<file path="config.mk">
export PLATFORM = sky130hd
export DESIGN_NAME = tmr16_core
export DESIGN_NICKNAME = d
export VERILOG_FILES = /design/src/rtl/tmr16_core.sv
export SDC_FILE = /design/constraint.sdc
export NUM_CORES = 1
export LEC_CHECK = 0
export ABC_CLOCK_PERIOD_IN_PS = 1900
export BUFFER_PORTS_ARGS = -buffer_cell sky130_fd_sc_hd__buf_2
export CELL_PAD_IN_SITES_DETAIL_PLACEMENT = 0
export CELL_PAD_IN_SITES_GLOBAL_PLACEMENT = 2
export CORE_MARGIN = 8
export CORE_UTILIZATION = 31
export CTS_CLUSTER_SIZE = 30
export DETAILED_ROUTE_END_ITERATION = 16
export PLACE_DENSITY_LB_ADDON = 0.08
export SLEW_MARGIN = 20
export SYNTH_ARGS = -nofsm -noshare
export SYNTH_HDL_FRONTEND = slang
export SYNTH_SLANG_ARGS = --single-unit
</file>
<file path="constraint.sdc">
create_clock -name clk -period 1.9 [get_ports clk]
set_clock_uncertainty 0.15 [all_clocks]
set_input_delay 0.095 -clock clk [delete_from_list [all_inputs] [get_ports clk]]
set_output_delay 0.095 -clock clk [all_outputs]
set_load 0.005 [all_outputs]
</file>
<file path="src/rtl/tmr16_core.sv">
module tmr16_core #(
  parameter int SYS_DIV  = 4,
  parameter int HI_DIV_A = 16,
  parameter int HI_DIV_B = 64
) (
  input  logic        clk,
  input  logic        rst_n,
  input  logic        hi_tick,
  input  logic        lo_tick,
  input  logic        ext_pin,
  input  logic [1:0]  wave_mode,
  input  logic        init_lvl,
  input  logic        wr_en,
  input  logic        rd_en,
  input  logic [1:0]  addr,
  input  logic [7:0]  wdata,
  output logic [7:0]  rdata,
  output logic [15:0] count_o,
  output logic        ovf_o,
  output logic        pin_o
);
  localparam int SD_W = $clog2(SYS_DIV);
  localparam int HA_W = $clog2(HI_DIV_A);
  localparam int HB_W = $clog2(HI_DIV_B);

  logic [7:0]      ctrl_q;
  logic [SD_W-1:0] sdiv_q;
  logic [HB_W-1:0] hdiv_q;
  logic [2:0]      ext_s;
  logic [7:0]      hold_q;
  logic            tick;

  wire       pause   = ctrl_q[7];
  wire [2:0] sel     = ctrl_q[6:4];
  wire       on      = ctrl_q[3];
  wire       ctrl_wr = wr_en && (addr == 2'd0);
  wire       turn_on = ctrl_wr && wdata[3] && !on;
  wire       run     = on && !pause;
  wire       step    = run && tick;
  wire       drives_pin = (wave_mode == 2'b00) || (wave_mode == 2'b10);

  wire sys_en  = (sdiv_q == SD_W'(SYS_DIV - 1));
  wire hia_en  = hi_tick && (hdiv_q[HA_W-1:0] == {HA_W{1'b1}});
  wire hib_en  = hi_tick && (hdiv_q == {HB_W{1'b1}});
  wire ext_up  = ext_s[1] && !ext_s[2];
  wire ext_dn  = !ext_s[1] && ext_s[2];

  always_comb begin
    case (sel)
      3'd0:    tick = sys_en;
      3'd1:    tick = 1'b1;
      3'd2:    tick = hia_en;
      3'd3:    tick = hib_en;
      3'd6:    tick = ext_up;
      3'd7:    tick = ext_dn;
      default: tick = lo_tick;
    endcase
  end

  always_ff @(posedge clk or negedge rst_n) begin
    if (!rst_n) begin
      ctrl_q <= '0;
      sdiv_q <= '0;
      hdiv_q <= '0;
      ext_s  <= '0;
    end else begin
      if (ctrl_wr) ctrl_q <= {wdata[7:3], 3'b000};
      sdiv_q <= sdiv_q + 1'b1;
      if (hi_tick) hdiv_q <= hdiv_q + 1'b1;
      ext_s <= {ext_s[1:0], ext_pin};
    end
  end

  always_ff @(posedge clk or negedge rst_n) begin
    if (!rst_n) begin
      count_o <= '0;
      ovf_o   <= 1'b0;
    end else begin
      ovf_o <= !turn_on && step && (&count_o);
      if (turn_on)   count_o <= '0;
      else if (step) count_o <= count_o + 1'b1;
    end
  end

  always_ff @(posedge clk or negedge rst_n) begin
    if (!rst_n) begin
      pin_o  <= 1'b0;
      hold_q <= '0;
    end else begin
      if (turn_on && drives_pin) pin_o <= init_lvl;
      if (rd_en && addr == 2'd1) hold_q <= count_o[15:8];
    end
  end

  always_comb begin
    case (addr)
      2'd0:    rdata = ctrl_q;
      2'd1:    rdata = count_o[7:0];
      2'd2:    rdata = hold_q;
      default: rdata = 8'h00;
    endcase
  end
endmodule


</file>
### Yosys cells after proc, flatten, opt, wreduce, memory -nomap -nowiden

Index checks and enable logic that the tools add are counted.

| word-level totals | value |
|---|---|
| flip-flop bits (word level) | 42 |
| input port bits | 20 |
| output and inout port bits | 26 |
| word-level logic and storage cells | 50 |

| cells by class | value |
|---|---|
| $add $sub $neg | 3 |
| mux-type cells | 4 |
| eq/ne operators | 11 |
| reduce and logical (&&, ||, !) cells | 24 |

Operator list:

| cell | number |
|---|---|
| 16-bit 2-to-1 mux | 2 |
| 8-bit one-hot mux with 3 select lines | 1 |
| 16-bit by 1-bit adder with 16-bit output, second input constant | 1 |
| 16-bit AND reduction | 1 |
| 1-bit logical AND | 13 |
| 6-bit by 1-bit adder with 6-bit output, second input constant | 1 |
| 2-bit equality test, second input constant | 3 |
| 3-bit by 2-bit equality test with 1-bit output, second input constant | 2 |
| 3-bit equality test, second input constant | 2 |
| 6-bit equality test, second input constant | 1 |
| 1-bit one-hot mux with 6 select lines | 1 |
| 1-bit logical NOT | 5 |
| 4-bit equality test, second input constant | 1 |
| 2-bit logical NOT | 2 |
| 3-bit by 1-bit equality test with 1-bit output, second input constant | 1 |
| 3-bit logical NOT | 1 |
| 2-bit by 1-bit adder with 2-bit output, second input constant | 1 |
| 2-bit by 1-bit equality test with 1-bit output, second input constant | 1 |
| 2-bit nonzero test | 1 |
| 1-bit logical OR | 1 |

### Logic depth before layout (Yosys ltp)

Gate-level depths: netlist of the first run.

| depth | value |
|---|---|
| depth after elaboration | 7 |
| mapped depth | 7 |
| mapped depth without buffers | 6 |

### Least setup slack after synthesis of the first run

OpenSTA, ideal clock, no wires.

| timing | value |
|---|---|
| path kind | flip-flop to flip-flop |
| start | register hdiv_q[0] |
| end | register count_o[10] |
| data arrival time | 1.771 ns |
| cell stages (with the launch flop) | 7 |
| setup slack | -0.098 ns |
| path buffers | 0 |
| cells stage by stage | dfrtp_1 > ha_1 > nand4_4 > a211oi_4 > o21ai_2 > or4_1 > a21oi_1 |

| on the way | value |
|---|---|
| longest elaborated chain between the ends | 5 |
| elaborated cells on any way between the ends | 7 |
| those cells by class | eq/ne (2); mux (1); reduce/logical (4) |

RTL lines:

| what | line | text |
|---|---|---|
| start: declaration | 28 | `logic [HB_W-1:0] hdiv_q;` |
| start signal: assignment | 69 | `if (hi_tick) hdiv_q <= hdiv_q + 1'b1;` |
| 6-bit equality test or 4-bit equality test (tied branches) | 44, 43 |  |
| 1-bit logical AND, on equally long branches | 44, 43 |  |
| 1-bit one-hot mux with 6 select lines * | 49 | `case (sel)` |
| 1-bit logical AND * | 39 | `wire step = run && tick;` |
| 2-bit nonzero test (no line) * | -- |  |
| end signal: assignment | 81 | `else if (step) count_o <= count_o + 1'b1;` |
| end: declaration | 18 | `output logic [15:0] count_o,` |

Every way passes the cells marked *; elsewhere a longest branch is shown, timed or not.
A chain may end at the register's enable or synchronous reset.

### Worst setup path after layout of the first run

| timing | value |
|---|---|
| start | input port hi_tick |
| end | register count_o[10] |

| on the way | value |
|---|---|
| longest elaborated chain between the ends | 4 |
| elaborated cells on any way between the ends | 5 |
| those cells by class | mux (1); reduce/logical (4) |

RTL lines:

| what | line | text |
|---|---|---|
| start: declaration | 8 | `input logic hi_tick,` |
| 1-bit logical AND, on equally long branches | 44, 43 |  |
| 1-bit one-hot mux with 6 select lines * | 49 |  |
| 1-bit logical AND * | 39 |  |
| 2-bit nonzero test (no line) * | -- |  |

Marks and branches as above.

==> summary.md, run 1 <==
| Metric | Value |
|---|---|
| Post-synthesis average cell area | 11.8 um^2 |
| Yosys warns | 0 |
| Worst-path clk slew | 0.08 ns |
| Failing checks | setup timing |
| CP Cell Sequence | buf_2 > dlygate4sd3_1 > nand4_4 > a211oi_4 > buf_4 > o21ai_4 > or4_4 > a21oi_2 |
| XOR/XNOR Fraction of Synth Area | 5.17% |
| Vias per inst | 4.98 |
| Most frequent cells in the layout | dfrtp_1 (41), buf_2 (41), buf_4 (31) |
| Post-DP HPWL | 4150 um |
| # setup viols final | 1 |
| Post-Synth Simple-Gate Area | 17.8% |
| DRC viols | 0 |
| Post-synthesis adder-cell area fraction | 1.85% |
| Logic pwr share | 27.8% |
| Layout area overhead | 40.8% |
| CP startpoint | hi_tick |
| Layout cell share with drive strength beyond 1 | 41.2% |
| Antenna Nets Post-Route | 0 |
| Worst path arrival time | 2.03 ns |
| Number of global-route vias before repair | 1815 |
| Kind of critical path | input pin to register |
| Nets@finish | 284 |
| Max frequency | 512 MHz |
| Pint | 0.00170 W |
| Initial antenna violation count | 0 |
| Endpoint class of the critical path | register |
| Final slew viol count | 0 |
| Synth Area in Compound Gates | 10.4% |
| Min setup slack post-route | -0.0544 ns |
| R2r startpoint | hdiv_q[1]$_DFFE_PN0P_ |
| Ys flop type | dfrtp_1 |
| GPL Wtd Cong | 0.775 |
| MaxCap Viol Count | 0 |
| Vias | 1687 |
| Final wirelength | 5400 um |
| H-tree levels | 2 |
| Worst min-delay path class | input pin to async pin |
| Iteration-0 DRC Markers | 63 |
| Register area share after synthesis | 51.7% |
| Outcome | finished with violations |
| Gr usage total | 11.5% |
| Cell variety after synth | 39 |
| Post-synth EDFFs | 0 |
| Seq pwr share | 47.9% |
| Die Y | 97.0 um |
| Min Clock Period, post-route | 1.95 ns |
| Critical Path Fanout Max | 6 |
| RSZ-0062 raised after global routing | true |
| Num CTS Buffers | 5 |
| CP Data Required Time | 1.98 ns |
| Sum of negative setup slack | -0.0544 ns |
| Avg WL per Cell | 15.9 um |
| Slowest stage cell, crit path | dlygate4sd3_1 |
| CTS max path bufs | 2 |
| Antenna diode count | 0 |
| Starting Density | 32.0% |
| Switching pwr | 0.000754 W |
| Core area | 6350 um^2 |
| PwrDens | 856 nW/um^2 |
| #FFs+latches synth | 42 |
| Clk root buf | clkbuf_8 |
| Final period utilization | 103% |
| Worst Max-Slew Pin Slew | 0.528 ns |
| CTS tree | built |
| Leakage | 1.38 nW |
| Slew HR | 64.7% |
| Chip Width | 97.0 um |
| Switching Fraction | 30.8% |
| Syn Nets | 195 |
| Largest net degree at the start of global routing | 25 |
| Die area | 9410 um^2 |
| Async set or reset register ratio after synthesis | 100% |
| Fin. Hold Viols | 0 |
| Maximum vdd drop | 0.365 mV |
| Grt ovf | 0 |
| Drt pass-1 iters | 4 |
| Pre-CTS setup slack | -0.0556 ns |
| Cell Area, Synth | 2030 um^2 |
| Worst path max stage delay | 0.64 ns |
| Crit start category | input pin |
| Rows | 29 |
| Fin area | 2860 um^2 |
| Main combinational cell family by area after synthesis | simple AND/OR/NAND/NOR gates |
| Placed cell count | 313 |
| Top Ports | 46 |
| Worst-Skew Late Latency | 0.29 ns |
| Global-route wire length before repair | 9010 um |
| Placed Instance Area | 2530 um^2 |
| Clock sinks | 42 |
| Post-synthesis cell count | 172 |
| Multiplexer share of the synthesized area | 11.8% |
| Clk pwr share | 24.3% |
| I/O Buffers | 41 |
| Non-filler cells, final | 339 |
## worst max-delay path: cells and delay by family
| kind | cells | cell delay, ns |
|---|---|---|
| buffers and inverters | 3 | 0.89 |
| AO/OA/AOI/OAI | 3 | 0.38 |
| AND/OR/NAND/NOR | 2 | 0.66 |
## worst paths after layout
path                                           end  depth (start not counted)  slack, ns
max                        count_o[10]$_DFFE_PN0P_                          8      -0.05
min                              pin_o$_DFFE_PN0P_                          2       0.15
max reg2reg                count_o[10]$_DFFE_PN0P_                          7      -0.04
min reg2reg                     ext_s[1]$_DFF_PN0_                          0       0.22
max in group asynchronous  count_o[11]$_DFFE_PN0P_                          3       0.97
min in group clk                ext_s[1]$_DFF_PN0_                          0       0.22
## stage by stage
step / total power (W) / hold WS [ns] / utilization (%)
after CTS: 0.00244 / 0.137 / 43.8
after global placement: 0.00171 / -0.0934 / 39.9
after floorplan: 0.00145 / -0.351 / -
final: 0.00245 / 0.150 / 45.1
after detailed placement: 0.00175 / -0.0789 / 39.9
after global routing: 0.00261 / 0.190 / 45.1
## logic make-up after synthesis
family                   after synthesis
AO/OA/AOI/OAI                         28
XOR/XNOR                              12
adder cells (fa/ha/maj)                3
buffers and inverters                  6
flip-flops                            42
multiplexers                          22
AND/OR/NAND/NOR                       59
## cell type report
cell class | instances | area [um^2]
clock buffers | 6 | 82.6
clock inverters | 2 | 12.5
fillers | 610 | 3490
inverters | 2 | 7.51
multi-input cells | 124 | 1020
flip-flops and latches | 42 | 1050
well taps | 77 | 96.3
repair buffers | 86 | 589
## routing by layer
layer,track usage [%],up-vias,part of all wire [%]
met5,0,-,0
met4,3.67,0,0.69
met3,2.84,4,5.0
met2,19.1,36,49
met1,14.2,837,46
li1,-,810,-
## registers in the layout, summed over array words and instances (netlist names)
| name | flops |
|---|---|
| ovf_o | 1 |
| ctrl_q | 5 |
| hdiv_q | 6 |
| pin_o | 1 |
| count_o | 16 |
| sdiv_q | 2 |
| hold_q | 8 |
| ext_s | 3 |
## timing repair
action                                  CTS  global route
endpoints found under the setup margin    5            16
endpoints found under the hold margin    53             0
setup buffers                             2             4
pin swaps                                 3            11
gates resized for setup                   2            11
hold buffers                             12             0
cloned                                    0             0
## power by group through the flow
stage	Combinational [W]	Clock, W	Sequential (W)
floorplan	0.000283	0	0.00117
CTS	0.000643	0.000630	0.00117
finish	0.000681	0.000597	0.00117
global route	0.000752	0.000659	0.00120
detailed placement	0.000569	0	0.00118
global placement	0.000546	0	0.00117
## synthesized netlist by cell type (all sizes together), types with 4 or more instances
cell type / number / area (um^2)
and3: 5 / 32.5
dfrtp: 42 / 1050
mux2: 15 / 169
mux2i: 7 / 70.1
nand2: 16 / 60.1
nand3: 5 / 30.0
nor2: 11 / 41.3
o211ai: 8 / 60.1
o21ai: 7 / 38.8
o31ai: 4 / 30.0
or4: 4 / 30.0
xor2: 9 / 78.8
(Power assumes the default switching activity.)
==> run 2, diff against run 1 <==
--- a/config.mk
+++ b/config.mk
@@ -13,7 +13,7 @@
 export CORE_UTILIZATION = 31
 export CTS_CLUSTER_SIZE = 30
 export DETAILED_ROUTE_END_ITERATION = 16
-export PLACE_DENSITY_LB_ADDON = 0.08
+export PLACE_DENSITY = 0.73
 export SLEW_MARGIN = 20
 export SYNTH_ARGS = -nofsm -noshare
 export SYNTH_HDL_FRONTEND = slang
==> run 2 against run 1 <==
- setup slack better by 0.060 ns
- the flow now finishes without violations
- via count rose by 0.18%
- non-clock buffer count up 6
- wire length is 0.19% lower
- critical path depth shrank 2
- power is 0.11% higher
- sequential power is essentially flat
- die area is the same
- clock power decreased by 4.7%
- fmax is 3.2% higher
==> summary.md, run 2 (synthesized netlist as in run 1, its figures left out) <==
| Metric | Value |
|---|---|
| Outcome | finished clean |
| Fin. Hold Viols | 0 |
| Layout area overhead | 43.0% |
| Worst Max-Slew Pin Slew | 0.499 ns |
| Crit start category | register |
| Pre-CTS setup slack | -0.0234 ns |
| Vias per inst | 4.93 |
| Total power | 0.00245 W |
| Antenna Nets Post-Route | 0 |
| Clk root buf | clkbuf_8 |
| Critical Path Fanout Max | 6 |
| Worst R2R Path Depth | 6 |
| Most frequent cells in the layout | buf_2 (41), dfrtp_1 (40), buf_4 (38) |
| Slew HR | 66.7% |
| Die area | 9410 um^2 |
| Iteration-0 DRC Markers | 76 |
| CP Data Required Time | 1.97 ns |
| Clock sinks | 42 |
| R2R setup slack | 0.006 ns |
| Min Hold Slack | 0.143 ns |
| Die Y | 97.0 um |
| Top Ports | 46 |
| CTS tree | built |
| Core area | 6350 um^2 |
| DRC viols | 0 |
| Endpoint class of the critical path | register |
| I/O Buffers | 41 |
| Starting Density | 32.0% |
| Chip Width | 97.0 um |
| Grt ovf | 0 |
| CP startpoint | hdiv_q[1]$_DFFE_PN0P_ |
| Max frequency | 528 MHz |
| MaxCap Viol Count | 0 |
| Avg WL per Cell | 15.7 um |
| Global-route wire length before repair | 8850 um |
| Min Clock Period, post-route | 1.89 ns |
| Initial antenna violation count | 0 |
| Max FFs per register | 16 |
| Kind of critical path | register to register |
| PwrDens | 844 nW/um^2 |
| Commonest non-fill, non-tap cell in the layout | buf_2 |
| Worst Setup EP | count_o[10]$_DFFE_PN0P_ |
| # setup viols final | 0 |
| Worst-path clk slew | 0.08 ns |
| Worst min-delay path class | input pin to async pin |
| Final period utilization | 99.7% |
| Number of global-route vias before repair | 1744 |
| Final wirelength | 5390 um |
| Largest Register | count_o |
| Layout cell share with drive strength beyond 1 | 43.2% |
| Fin area | 2910 um^2 |
| R2r startpoint | hdiv_q[1]$_DFFE_PN0P_ |
| Drt pass-1 iters | 4 |
| Worst-Skew Late Latency | 0.29 ns |
| Worst path arrival time | 1.96 ns |
| Final slew viol count | 0 |
| Min setup slack post-route | 0.00574 ns |
| Largest net degree at the start of global routing | 24 |
| Leakage | 1.42 nW |
| GPL Wtd Cong | 0.730 |
| Vias | 1690 |
| Num CTS Buffers | 5 |
| Antenna diode count | 0 |
| Maximum vdd drop | 0.522 mV |
| Placed Instance Area | 2610 um^2 |
| Gr usage total | 11.5% |
| RSZ-0062 raised after global routing | true |
| Nets@finish | 290 |
| Top Registers | count_o: 16 flops, hold_q: 8 flops, hdiv_q: 6 flops |
| Post-DP HPWL | 4050 um |
| R2r endpoint | count_o[10]$_DFFE_PN0P_ |
| CTS max path bufs | 2 |
| Rows | 29 |
| H-tree levels | 2 |
| Sum of negative setup slack | 0 ns |
==> run 2: changes by cell type in the layout (fill, tap and decap cells not counted), sizes merged <==
cell	previous run	this run
buf	74	82
clkinvlp	1	0
dlygate4sd3	12	10
clkinv	1	0
==> run 2: layout make-up <==
class	count	area (um^2)
sequential	42	1050
tap	77	96.3
multi-input combinational	124	1030
timing repair buffer	92	633
clock buffer	6	82.6
inverter	2	7.51
fill	597	3440
==> run 2: critical path, stage by stage (launching register included) <==
cell and delay [ns]:
dfrtp_1 0.40, ha_4 0.17, nand4_4 0.11, a211oi_4 0.24
o21ai_4 0.12, or4_4 0.52, a21oi_2 0.13
==> run 2: report_power, final <==
group / leakage (nW) / switching [W] / internal [W] / total, W
Combinational: 0.831 / 0.000315 / 0.000414 / 0.000729
Sequential: 0.545 / 0.000130 / 0.00102 / 0.00116
Clock: 0.0431 / 0.000288 / 0.000281 / 0.000569
Total: 1.42 / 0.000733 / 0.00172 / 0.00245
==> run 2: routing by layer <==
layer | wire (um) | track usage, % | vias up | share of wire (%)
met5 | 0 | 0 | - | 0
met4 | 46 | 3.31 | 0 | 0.85
met3 | 303 | 3.98 | 5 | 5.6
met2 | 2570 | 18.4 | 36 | 48
met1 | 2470 | 14.1 | 826 | 46
li1 | - | - | 823 | -
==> run 2: metrics by stage <==
step           utilization [%]  std cells
2_1_floorplan                -        172
3_3_place_gp              41.1        323
3_5_place_dp              41.1        323
4_1_cts                   44.5        340
5_1_grt                   45.8        343
6_report                  45.8        343
==> run 2: timing repair <==
item                                   4_1_cts  5_1_grt
endpoints found under the hold margin       35        0
pin swaps                                    2        6
setup endpoints to repair                    4       15
buffers inserted                             1        4
hold buffers                                10        0
gates cloned                                 0        0
gates resized for setup                      4       11
==> run 2: worst min-delay path by stage <==
stage,end,slack [ns],depth (start not counted)
finish,count_o[3]$_DFFE_PN0P_,0.14,2
global route,count_o[0]$_DFFE_PN0P_,0.20,2
CTS,count_o[0]$_DFFE_PN0P_,0.16,2
detailed placement,count_o[0]$_DFFE_PN0P_,-0.06,1
global placement,count_o[0]$_DFFE_PN0P_,-0.07,1
floorplan,count_o[0]$_DFFE_PN0P_,-0.35,0
